===== config.mk =====
export PLATFORM = sky130hd
export DESIGN_NAME = best_fit_search
export DESIGN_NICKNAME = d
export VERILOG_FILES = /design/src/rtl/bfs_pkg.sv /design/src/rtl/bfs_sequencer.sv /design/src/rtl/bfs_best_keep.sv /design/src/rtl/bfs_pulse_out.sv /design/src/rtl/best_fit_search.sv
export SDC_FILE = /design/constraint.sdc
export NUM_CORES = 1
export LEC_CHECK = 0
export BUFFER_PORTS_ARGS = -buffer_cell sky130_fd_sc_hd__clkbuf_2
export CAP_MARGIN = 20
export CELL_PAD_IN_SITES_DETAIL_PLACEMENT = 0
export CELL_PAD_IN_SITES_GLOBAL_PLACEMENT = 2
export CORE_ASPECT_RATIO = 1.2
export CORE_MARGIN = 1
export CORE_UTILIZATION = 33
export CTS_BUF_LIST = sky130_fd_sc_hd__clkbuf_8
export DETAILED_ROUTE_END_ITERATION = 8
export PLACE_DENSITY = 0.91
export SETUP_SLACK_MARGIN = 0.15
export SLEW_MARGIN = 20
export SYNTH_ARGS = -nofsm -noshare
export SYNTH_HDL_FRONTEND = slang
export SYNTH_SLANG_ARGS = --single-unit

===== constraint.sdc =====
create_clock -name clk -period 2.7 [get_ports clk]
set_input_delay 0 -clock clk [delete_from_list [all_inputs] [get_ports clk]]
set_output_delay 0 -clock clk [all_outputs]
set_load 0.01 [all_outputs]

===== src/rtl/bfs_pkg.sv =====
package bfs_pkg;

    typedef enum logic [1:0] {
        ST_IDLE  = 2'd0,
        ST_SCAN  = 2'd1,
        ST_LOAD  = 2'd2,
        ST_BURST = 2'd3
    } seq_state_e;

    typedef struct packed {
        logic valid;      // a source is being read this cycle
        logic src0;       // the source read is the threshold
        logic store_cap;  // direct capture in store mode
        logic load;       // load the burst counter from the kept fit
        logic in_burst;   // burst counter running
    } scan_ctl_t;

endpackage


===== src/rtl/bfs_sequencer.sv =====
module bfs_sequencer
    import bfs_pkg::*;
#(
    parameter int NUM_LOC   = 5,
    parameter int NUM_VIEWS = 18,
    parameter int NSRC      = NUM_LOC + 1,
    parameter int IDX_W     = $clog2(NSRC),
    parameter int VCNT_W    = $clog2(NUM_VIEWS + 1)
) (
    input  logic             clk,
    input  logic             rst,
    input  logic             start_i,
    input  logic             first_view_i,
    input  logic             store_mode_i,
    input  logic [IDX_W-1:0] store_sel_i,
    input  logic             cnt_zero_i,
    output logic [NSRC-1:0]  sel_o,
    output scan_ctl_t        ctl_o,
    output logic             done_o
);
    localparam logic [IDX_W-1:0]  LAST_IDX  = IDX_W'(NUM_LOC);
    localparam logic [VCNT_W-1:0] LAST_VIEW = VCNT_W'(NUM_VIEWS - 1);

    seq_state_e        state;
    logic [IDX_W-1:0]  idx;
    logic [VCNT_W-1:0] vcnt;
    logic [IDX_W-1:0]  target;
    logic              sel_en;

    always_comb begin
        target = (state == ST_SCAN) ? idx : store_sel_i;
        sel_en = (state == ST_SCAN) || ((state == ST_IDLE) && store_mode_i);
        sel_o  = '0;
        for (int i = 0; i < NSRC; i++) begin
            if (sel_en && (target == IDX_W'(i))) sel_o[i] = 1'b1;
        end
    end

    always_comb begin
        ctl_o.valid     = (state == ST_SCAN);
        ctl_o.src0      = (state == ST_SCAN) && (idx == '0);
        ctl_o.store_cap = (state == ST_IDLE) && start_i && store_mode_i;
        ctl_o.load      = (state == ST_LOAD);
        ctl_o.in_burst  = (state == ST_BURST);
    end

    always_ff @(posedge clk) begin
        if (rst) begin
            state  <= ST_IDLE;
            idx    <= '0;
            vcnt   <= '0;
            done_o <= 1'b0;
        end else begin
            unique case (state)
                ST_IDLE: begin
                    if (start_i) begin
                        done_o <= 1'b0;
                        if (store_mode_i) begin
                            state <= ST_LOAD;
                        end else begin
                            state <= ST_SCAN;
                            idx   <= first_view_i ? '0 : IDX_W'(1);
                            if (first_view_i) vcnt <= '0;
                        end
                    end
                end
                ST_SCAN: begin
                    if (idx == LAST_IDX) begin
                        if (vcnt == LAST_VIEW) begin
                            vcnt  <= '0;
                            state <= ST_LOAD;
                        end else begin
                            vcnt  <= vcnt + 1'b1;
                            state <= ST_IDLE;
                        end
                    end else begin
                        idx <= idx + 1'b1;
                    end
                end
                ST_LOAD: state <= ST_BURST;
                ST_BURST: begin
                    if (cnt_zero_i) begin
                        done_o <= 1'b1;
                        state  <= ST_IDLE;
                    end
                end
                default: state <= ST_IDLE;
            endcase
        end
    end
endmodule


===== src/rtl/bfs_best_keep.sv =====
module bfs_best_keep
    import bfs_pkg::*;
#(
    parameter int              FIT_W     = 16,
    parameter int              NAME_W    = 4,
    parameter logic [NAME_W-1:0] NAME_NONE = '1
) (
    input  logic              clk,
    input  logic              rst,
    input  scan_ctl_t         ctl_i,
    input  logic [FIT_W-1:0]  bus_fit_i,
    input  logic [NAME_W-1:0] bus_name_i,
    output logic [FIT_W-1:0]  best_fit_o,
    output logic [NAME_W-1:0] best_name_o
);
    logic better;

    always_comb begin
        better = (bus_name_i != '0) && (bus_fit_i < best_fit_o);
    end

    always_ff @(posedge clk) begin
        if (rst) begin
            best_fit_o  <= '0;
            best_name_o <= '0;
        end else if (ctl_i.store_cap) begin
            best_fit_o  <= bus_fit_i;
            best_name_o <= bus_name_i;
        end else if (ctl_i.valid && ctl_i.src0) begin
            best_fit_o  <= bus_fit_i;
            best_name_o <= NAME_NONE;
        end else if (ctl_i.valid && better) begin
            best_fit_o  <= bus_fit_i;
            best_name_o <= bus_name_i;
        end
    end
endmodule


===== src/rtl/bfs_pulse_out.sv =====
module bfs_pulse_out #(
    parameter int FIT_W = 16
) (
    input  logic             clk,
    input  logic             rst,
    input  logic             load_i,
    input  logic [FIT_W-1:0] load_val_i,
    input  logic             run_i,
    output logic             pulse_o,
    output logic             zero_o
);
    logic [FIT_W-1:0] cnt;

    always_ff @(posedge clk) begin
        if (rst)                      cnt <= '0;
        else if (load_i)              cnt <= load_val_i;
        else if (run_i && cnt != '0)  cnt <= cnt - 1'b1;
    end

    always_comb begin
        zero_o  = (cnt == '0);
        pulse_o = run_i && !zero_o;
    end
endmodule


===== src/rtl/best_fit_search.sv =====
module best_fit_search
    import bfs_pkg::*;
#(
    parameter int FIT_W     = 16,
    parameter int NAME_W    = 4,
    parameter int NUM_LOC   = 5,
    parameter int NUM_VIEWS = 18,
    localparam int NSRC     = NUM_LOC + 1,
    localparam int IDX_W    = $clog2(NSRC)
) (
    input  logic              clk,
    input  logic              rst,
    input  logic              start_i,
    input  logic              first_view_i,
    input  logic              store_mode_i,
    input  logic [IDX_W-1:0]  store_sel_i,
    input  logic [FIT_W-1:0]  bus_fit_i,
    input  logic [NAME_W-1:0] bus_name_i,
    output logic [NSRC-1:0]   src_sel_o,
    output logic [FIT_W-1:0]  best_fit_o,
    output logic [NAME_W-1:0] best_name_o,
    output logic              pulse_o,
    output logic              done_o
);
    localparam logic [NAME_W-1:0] NAME_NONE = {NAME_W{1'b1}};

    scan_ctl_t ctl;
    logic      cnt_zero;

    bfs_sequencer #(
        .NUM_LOC  (NUM_LOC),
        .NUM_VIEWS(NUM_VIEWS)
    ) seq_i (
        .clk         (clk),
        .rst         (rst),
        .start_i     (start_i),
        .first_view_i(first_view_i),
        .store_mode_i(store_mode_i),
        .store_sel_i (store_sel_i),
        .cnt_zero_i  (cnt_zero),
        .sel_o       (src_sel_o),
        .ctl_o       (ctl),
        .done_o      (done_o)
    );

    bfs_best_keep #(
        .FIT_W    (FIT_W),
        .NAME_W   (NAME_W),
        .NAME_NONE(NAME_NONE)
    ) keep_i (
        .clk        (clk),
        .rst        (rst),
        .ctl_i      (ctl),
        .bus_fit_i  (bus_fit_i),
        .bus_name_i (bus_name_i),
        .best_fit_o (best_fit_o),
        .best_name_o(best_name_o)
    );

    bfs_pulse_out #(
        .FIT_W(FIT_W)
    ) out_i (
        .clk       (clk),
        .rst       (rst),
        .load_i    (ctl.load),
        .load_val_i(best_fit_o),
        .run_i     (ctl.in_burst),
        .pulse_o   (pulse_o),
        .zero_o    (cnt_zero)
    );
endmodule


==> qor.yml, run 1 <==
run_status:
  status: "finished clean"
timing:
  finalHoldViolCount: 0
  setup_tns_ns: 0
  timing.fmax_mhz: 438
  setup_viol: 0
  finalMaxSlewViolations: 0
  fin_skew_ns: 0.00630
  period_needed_ns: 2.28
  post-route-period-util_pct: 84.6
  rsz0062_at_grt: "no"
  slew_headroom_pct: 53.2
  worst_slew_pin_slew_ns: 0.700
  whs_ns: 0.0482
cells_and_area:
  area.growth.synth_to_final_pct: 21.2
  n_fill_cell: 946
  final_nets: 478
  seq_area_um2: 941
  diodes: 0
  multiInputGateArea_um2: 1750
  drive_gt1_share_pct: 20.9
route:
  drt_first_pass_iters: 4
  drc: 0
  vias_per_cell: 5.29
  num_vias: 2894
  ant_nets: 0
  wl_um: 8110
  wl_per_cell_um: 14.8
  drtIter0Drc: 144
die:
  die_w_um: 87.4
  dieArea_um2: 9120
  ios: 56
  start_util_pct: 33.9
  rows: 37
  core_um2: 8520
  die_h_um: 104
synth:
  synth_area_per_cell_um2: 7.84
  synthFlopType: "dfxtp_1"
  synth_edf_count: 0
  synth_area_um2: 2890
  seq_area_frac_synth_pct: 32.6
  ys_warn_count: 0
  ys_ff_latch: 47
  synthCells: 368
  synth_cell_type_count: 55
  syn_nets: 417
  async_flop_share_pct: 0
worst_setup_path:
  slowest_delay_ns: 0.40
  cp.required_ns: 2.90
  critical_path.cell_chain: "inv_1 > ha_1 > a21oi_1 > o21ai_1 > a2111oi_2 > a22oi_1 > and2_2 > o311a_1"
  timing.rr.start: "keep_i.best_fit_o[13]$_SDFFE_PP0P_"
  cp-startpoint: "keep_i.best_fit_o[13]$_SDFFE_PP0P_"
  crit_type: "flop to flop"
  cpMaxStageDelayCell: "dfxtp_1"
  cp-end-kind: "flop"
  cp.arrival_ns: 2.48
  crit_fanout: 20
  start_kind: "flop"
global_route:
  grt_pass1_vias: 2861
  grt_max_degree: 28
  grt_pass1_wl_um: 13600
  antenna_found_initial: 0
  track_usage_pct: 18.6
  grt_overflow: 0
hold_path:
  min_from: "start_i"
  hp-class: "input pin to flop"
power_and_ir_drop:
  p_leak_nw: 1.40
  power_density_nw_per_um2: 747
  peakVddDrop_mv: 0.378
clocking:
  clockBufferDepth: 2
  clk_pin_slew_ns: 0.09
  postCtsSetupRepairBufs: 0
  cts-root-buf: "clkbuf_8"
  cts_tree: "done"
  htree_levels: 2
  insertion_delay_ns: 0.31
  cts.sinks: 47
  numCtsBuffers: 5
placed_design:
  place_hpwl_um: 5980
  port_buffers: 55
  routabilityCongestion: 0.787
job:
  max_cap_viol_count: 0
==> layout make-up <==
class	count	area share (%)
multi-input combinational	275	50.2
sequential	47	26.9
timing repair buffer	75	13.1
tap	117	4.19
clock buffer	7	2.75
inverter	25	2.68
clock inverter	1	0.215
==> metal layers <==
metal | global-route usage, % | routed length (um) | vias up
li1 | - | - | 1453
met1 | 24.0 | 3700 | 1377
met2 | 32.0 | 4050 | 57
met3 | 2.86 | 268 | 7
met4 | 4.68 | 102 | 0
met5 | 0 | 0 | -
==> cells in the final DEF, fill, tap and decap left out, drive strengths merged, types with 3 or more instances in the layout <==
cell type / synthesis / routed
a221oi: 4 / 4
inv: 25 / 25
ha: 21 / 21
nand2: 50 / 50
dlygate4sd3: 0 / 13
o21ai: 20 / 20
nand3: 12 / 12
a22oi: 5 / 5
or4: 3 / 3
nor3: 13 / 13
a31oi: 8 / 8
nor4: 6 / 6
dfxtp: 47 / 47
a31o: 7 / 7
a2111oi: 4 / 4
buf: 7 / 7
a211oi: 3 / 3
o311a: 4 / 4
clkbuf: 14 / 62
xor2: 3 / 3
nor3b: 3 / 3
nand3b: 6 / 6
a21oi: 27 / 27
xnor2: 3 / 3
nand4: 14 / 14
nor2: 33 / 33
==> worst paths after layout <==
| check | endpoint | cells after the start | slack, ns |
|---|---|---|---|
| worst max-delay path | keep_i.best_name_o[1]$_SDFFE_PP0P_ | 8 | 0.42 |
| worst min-delay path | seq_i.done_o$_SDFFE_PP0P_ | 3 | 0.05 |
| worst max register to register | keep_i.best_name_o[1]$_SDFFE_PP0P_ | 8 | 0.42 |
| worst min register to register | out_i.cnt[6]$_SDFFE_PP0P_ | 2 | 0.49 |
==> where the power goes <==
| part | leakage [nW] | switching (W) | internal (W) |
|---|---|---|---|
| logic | 0.967 | 0.000728 | 0.000458 |
| registers | 0.384 | 0.000128 | 0.000811 |
| clock network | 0.0505 | 0.000252 | 0.000233 |
==> state kept, by name, indices dropped and copies added (netlist names) <==
name	cells
keep_i.best_fit_o	16
keep_i.best_name_o	4
out_i.cnt	16
seq_i.done_o	1
seq_i.idx	3
seq_i.state	2
seq_i.vcnt	5
==> critical path: cells and delay by family, from the launching register on <==
kind                     cells  cell delay, ns
AO/OA/AOI/OAI                5            1.08
adder cells (fa/ha/maj)      1            0.29
buffers and inverters        1            0.06
flip-flops                   1            0.40
AND/OR/NAND/NOR              1            0.36
==> stage by stage <==
stage          instance area, um^2  utilization [%]  cells  worst slack [ns]  power (W)
3_3_place_gp                  3260             38.3    526             0.377    0.00212
5_1_grt                       3500             41.1    547             0.258    0.00281
4_1_cts                       3500             41.0    547             0.287    0.00263
3_5_place_dp                  3260             38.3    526             0.295    0.00212
6_report                      3500             41.1    547             0.415    0.00261
2_1_floorplan                 2890                -    368             0.587    0.00177
==> cells by family after synthesis <==
logic type,Yosys count,synth area share [%]
adder cells (fa/ha/maj),21,9.11
multiplexers,3,1.13
flip-flops,47,32.6
buffers and inverters,46,6.63
XOR/XNOR,6,1.82
AND/OR/NAND/NOR,151,26.3
AO/OA/AOI/OAI,94,22.4
==> synth_stat cells, drive strengths merged, types with 5 or more instances <==
library cell	instances	area share [%]
inv	25	3.3
o21ai	20	3.5
nand3b	6	1.6
nand4	14	3.3
nor3	13	2.3
ha	21	9.1
dfxtp	47	33
a31oi	8	1.7
clkbuf	14	1.8
a22oi	5	1.3
nor4	6	2.0
nor2	33	4.4
a21oi	27	4.7
nand2	50	6.6
nand3	12	2.1
buf	7	1.6
a31o	7	2.1
==> what timing repair did <==
action / 4_1_cts / 5_1_grt
hold endpoints to repair: 13 / 0
hold buffers: 13 / 0
setup endpoints to repair: 0 / 12
gates resized for setup: 0 / 1
No activity file was read; power rests on OpenSTA's default activity.
==> run 2: changes to the inputs <==
==> constraint.sdc (replaced) <==
create_clock -name clk -period 2.3 [get_ports clk]
set_input_delay 0 -clock clk [delete_from_list [all_inputs] [get_ports clk]]
set_output_delay 0 -clock clk [all_outputs]
set_load 0.01 [all_outputs]
==> run 2 against run 1 <==
Against the previous run:
- die area unchanged
- clock power is 5.6% higher
- register-to-register slack worse by 0.15 ns
- sequential power increased by 15%
- setup slack got worse by 0.15 ns
- wire length rose by 2.1%
- critical endpoint unchanged
- highest routed layer unchanged
==> qor.yml, run 2 (synthesis gave the netlist of run 1 again) <==
global_route:
  antenna_found_initial: 0
  grt_pass1_vias: 2916
  grt_max_degree: 27
  track_usage_pct: 19.3
  grt_overflow: 0
  grt_pass1_wl_um: 14100
route:
  wl_per_cell_um: 14.8
  drtIter0Drc: 204
  wl_um: 8280
  vias_per_cell: 5.30
  ant_nets: 0
  num_vias: 2975
  drt_first_pass_iters: 4
  drc: 0
worst_setup_path:
  critPathBufInv: 1
  timing.rr.start: "keep_i.best_fit_o[2]$_SDFFE_PP0P_"
  cp.required_ns: 2.50
  path_depth: 8
  cpMaxStageDelayCell: "dfxtp_1"
  crit_type: "flop to flop"
  crit_fanout: 7
  cp-startpoint: "keep_i.best_fit_o[2]$_SDFFE_PP0P_"
  cp-end-kind: "flop"
  cp.arrival_ns: 2.24
  start_kind: "flop"
  reg2reg_slack_ns: 0.26
  rr_worst_depth: 8
  critical_path.cell_chain: "inv_1 > ha_1 > a211oi_2 > o21ai_0 > a21oi_1 > o2111ai_2 > and2_4 > o311a_1"
  crit_path_end: "keep_i.best_name_o[1]$_SDFFE_PP0P_"
  crit_family: "compound AO/OA/AOI/OAI gates"
  r2r-end: "keep_i.best_name_o[1]$_SDFFE_PP0P_"
  slowest_delay_ns: 0.34
timing:
  period_needed_ns: 2.04
  whs_ns: 0.0667
  fin_skew_ns: 0.00831
  worst_slew_pin_slew_ns: 0.543
  setup_viol: 0
  rsz0062_at_grt: "yes"
  timing.fmax_mhz: 490
  slew_headroom_pct: 63.7
  finalMaxSlewViolations: 0
  post-route-period-util_pct: 88.7
  finalHoldViolCount: 0
  setup_tns_ns: 0
clocking:
  cts_tree: "done"
  clockBufferDepth: 2
  numCtsBuffers: 5
  clk_pin_slew_ns: 0.10
  cts.sinks: 47
  insertion_delay_ns: 0.31
  htree_levels: 2
  cts-root-buf: "clkbuf_8"
cells_and_area:
  finalNonFillerCells: 561
  final_cell_mix: "clkbuf_2 (55), nand2_1 (49), dfxtp_1 (45), nor2_1 (32)"
  final_nets: 492
  drive_gt1_share_pct: 24.8
  area.growth.synth_to_final_pct: 26.0
  reg_top3: "keep_i.best_fit_o: 16 flops, out_i.cnt: 16 flops, seq_i.vcnt: 5 flops"
  diodes: 0
  final_util_pct: 42.7
  final_common_cell: "clkbuf_2"
die:
  ios: 56
  dieArea_um2: 9120
  die_h_um: 104
  start_util_pct: 33.9
  core_um2: 8520
  die_w_um: 87.4
  rows: 37
power_and_ir_drop:
  peakVddDrop_mv: 0.418
  p_leak_nw: 1.47
  power_density_nw_per_um2: 868
placed_design:
  place_hpwl_um: 6130
  port_buffers: 55
  routabilityCongestion: 0.791
  place_inst: 539
run_status:
  status: "finished clean"
hold_path:
  hp-class: "input pin to flop"
job:
  max_cap_viol_count: 0
-- run 2: cell count changes in the layout (fill, tap and decap cells not counted), moves of 2 or more --
cell,before,now
dfxtp_1,47,45
clkbuf_8,7,5
dfxtp_2,0,2
buf_4,7,19
o21ai_0,19,17
-- run 2: worst min-delay path: cells and delay by family --
| kind | cells | cell delay [ns] |
|---|---|---|
| AOI/OAI and AO/OA | 1 | 0.16 |
| buffers and inverters | 1 | 0.11 |
| and+or+nand+nor | 1 | 0.07 |
-- run 2: report_power, final --
group	leakage (nW)	internal (W)	total, W	switching (W)
clock	0.0453	0.000209	0.000512	0.000303
sequential	0.384	0.000954	0.00108	0.000131
combinational	1.04	0.000645	0.00156	0.000913
-- run 2: worst min path at each step --
stage                    from                                end  slack, ns  cells past startpoint
2_1_floorplan  store_sel_i[0]                       src_sel_o[3]       0.14                      2
3_3_place_gp     bus_fit_i[4]  keep_i.best_fit_o[4]$_SDFFE_PP0P_       0.25                      3
3_5_place_dp     bus_fit_i[5]  keep_i.best_fit_o[5]$_SDFFE_PP0P_       0.25                      3
4_1_cts               start_i          seq_i.done_o$_SDFFE_PP0P_       0.05                      3
5_1_grt          bus_fit_i[8]  keep_i.best_fit_o[8]$_SDFFE_PP0P_       0.09                      4
6_report              start_i          seq_i.done_o$_SDFFE_PP0P_       0.07                      3
-- run 2: cell type report --
| cell class | count | area (um^2) |
|---|---|---|
| clock inverters | 3 | 16.3 |
| inverters | 25 | 93.8 |
| multi-input cells | 276 | 1810 |
| fillers | 920 | 4880 |
| repair buffers | 88 | 559 |
| flip-flops and latches | 47 | 943 |
| clock buffers | 5 | 68.8 |
| well taps | 117 | 146 |
-- run 2: per-layer routing --
metal  global-route usage, %  up-vias  wire, um
li1                        -     1483         -
met1                    25.4     1436      3840
met2                    32.9       49      4140
met3                    3.10        7       233
met4                    3.98        0        71
met5                       0        -         0
-- run 2: per-stage QoR --
stage	setup WS, ns	cell area (um^2)	power [W]
after detailed placement	0.0382	3360	0.00259
after global routing	0.0989	3630	0.00340
after floorplan	0.187	2890	0.00208
after CTS	0.172	3580	0.00312
after global placement	0.0739	3360	0.00257
final	0.261	3630	0.00316
-- run 2: what timing repair did --
action	4_1_cts	5_1_grt
pin swaps	0	3
setup endpoints to repair	18	25
gates cloned	0	1
setup buffers	0	0
hold buffers	13	0
endpoints found under the hold margin	13	0
gates resized for setup	2	11
==> run 3: changes to the inputs <==
--- a/config.mk
+++ b/config.mk
@@ -10,12 +10,10 @@
 export CELL_PAD_IN_SITES_DETAIL_PLACEMENT = 0
 export CELL_PAD_IN_SITES_GLOBAL_PLACEMENT = 2
 export CORE_ASPECT_RATIO = 1.2
-export CORE_MARGIN = 1
-export CORE_UTILIZATION = 33
-export CTS_BUF_LIST = sky130_fd_sc_hd__clkbuf_8
+export CORE_UTILIZATION = 32
+export CTS_BUF_LIST = sky130_fd_sc_hd__clkbuf_16
 export DETAILED_ROUTE_END_ITERATION = 8
-export PLACE_DENSITY = 0.91
-export SETUP_SLACK_MARGIN = 0.15
+export PLACE_DENSITY = 0.89
 export SLEW_MARGIN = 20
 export SYNTH_ARGS = -nofsm -noshare
 export SYNTH_HDL_FRONTEND = slang
==> run 3 against run 2 <==
Against the previous run:
- clock skew decreased by 0.0011 ns
- largest power group unchanged
- fmax down 1.5%
- power grew 5.3%
- setup slack got worse by 0.032 ns
==> qor.yml, run 3 (synthesis gave the netlist of run 1 again) <==
placed_design:
  place_inst: 542
  dp_slack_ns: 0.0400
  routabilityCongestion: 0.773
  port_buffers: 55
  place_hpwl_um: 6130
  place_area_um2: 3380
global_route:
  grt_pass1_vias: 2881
  grt_pass1_wl_um: 13700
  grt_overflow: 0
  antenna_found_initial: 0
  grt_max_degree: 28
  track_usage_pct: 18.4
route:
  wl_per_cell_um: 14.5
  drc: 0
  drt_first_pass_iters: 4
  wl_um: 8170
  drtIter0Drc: 141
  vias_per_cell: 5.23
  num_vias: 2943
  ant_nets: 0
clocking:
  htree_levels: 2
  numCtsBuffers: 5
  clockBufferDepth: 2
  cts.sinks: 47
  postCtsSetupRepairBufs: 0
  insertion_delay_ns: 0.29
  clk_pin_slew_ns: 0.07
  cts_tree: "done"
  cts-root-buf: "clkbuf_16"
die:
  dieArea_um2: 9400
  rows: 37
  die_w_um: 88.7
  die_h_um: 106
  start_util_pct: 33.3
  ios: 56
  core_um2: 8660
cells_and_area:
  final_cell_area_um2: 3660
  drive_gt1_share_pct: 23.3
  diodes: 0
  n_fill_cell: 944
  final_util_pct: 42.2
  area.growth.synth_to_final_pct: 26.7
  reg_top3: "keep_i.best_fit_o: 16 flops, out_i.cnt: 16 flops, seq_i.vcnt: 5 flops"
  final_nets: 494
  final_cell_mix: "clkbuf_2 (55), nand2_1 (49), dfxtp_1 (47), nor2_1 (32), a21oi_1 (27)"
  finalNonFillerCells: 563
  final_common_cell: "clkbuf_2"
hold_path:
  min_from: "start_i"
  hp-class: "input pin to flop"
timing:
  finalHoldViolCount: 0
  rsz0062_at_grt: "no"
  fin_ws_ns: 0.229
  finalMaxSlewViolations: 0
  slew_headroom_pct: 58.1
  timing.fmax_mhz: 483
  fin_skew_ns: 0.00717
  post-route-period-util_pct: 90.0
  setup_viol: 0
  setup_tns_ns: 0
  worst_slew_pin_slew_ns: 0.622
  period_needed_ns: 2.07
power_and_ir_drop:
  peakVddDrop_mv: 0.350
  power_density_nw_per_um2: 909
  p_leak_nw: 1.51
worst_setup_path:
  cp.arrival_ns: 2.25
  start_kind: "input pin"
  crit_fanout: 16
  crit_type: "input pin to flop"
  cp-end-kind: "flop"
  timing.rr.start: "keep_i.best_fit_o[13]$_SDFFE_PP0P_"
  cp.required_ns: 2.48
  cp-startpoint: "bus_fit_i[2]"
job:
  max_cap_viol_count: 0
run_status:
  status: "finished clean"
run 3: cell types whose count changed in the layout (fill, tap and decap cells not counted), sizes merged:
cell / before / now
and2: 3 / 2
buf: 20 / 23
clkinv: 1 / 2
clkinvlp: 1 / 0
run 3: worst paths after layout:
path | to | slack, ns | depth (start not counted)
setup / recovery | keep_i.best_name_o[0]$_SDFFE_PP0P_ | 0.23 | 9
hold / removal | seq_i.done_o$_SDFFE_PP0P_ | 0.07 | 3
setup reg to reg | keep_i.best_name_o[0]$_SDFFE_PP0P_ | 0.24 | 8
hold reg to reg | out_i.cnt[6]$_SDFFE_PP0P_ | 0.49 | 2
run 3: through the flow:
step                hold slack (ns)  total power, W
floorplan                     0.138         0.00208
global placement              0.249         0.00259
detailed placement            0.257         0.00260
CTS                          0.0703         0.00334
global route                 0.0886         0.00357
finish                       0.0745         0.00332
run 3: report_power, final:
part	internal, W	leakage (nW)	switching, W
logic	0.000629	1.05	0.000908
registers	0.000953	0.384	0.000119
clock network	0.000398	0.0726	0.000318
total	0.00198	1.51	0.00134
run 3: final cells by class:
class	instances	area [um^2]	area share [%]
sequential	47	941	25.7
clock buffer	5	125	3.42
clock inverter	3	16.3	0.445
inverter	25	93.8	2.57
tap	117	146	4.00
multi-input combinational	275	1760	48.0
timing repair buffer	91	578	15.8
run 3: critical path: stages:
cell           delay, ns
dlygate4sd3_1       0.54
clkbuf_2            0.13
ha_1                0.30
a211oi_1            0.22
o21ai_0             0.11
a21oi_1             0.20
o2111ai_1           0.17
and2_4              0.24
o311a_1             0.34
run 3: repair_timing:
action	in CTS	in global routing
hold buffers	13	0
gates resized for setup	0	2
endpoints found under the hold margin	13	0
endpoints found under the setup margin	0	20
run 3: per-layer routing:
metal / vias to the layer above / share of wire (%) / GRT usage [%]
met1: 1406 / 46 / 23.6
met4: 0 / 1.1 / 4.95
met2: 46 / 50 / 31.1
met3: 7 / 3.5 / 3.57
met5: - / 0 / 0
li1: 1484 / - / -
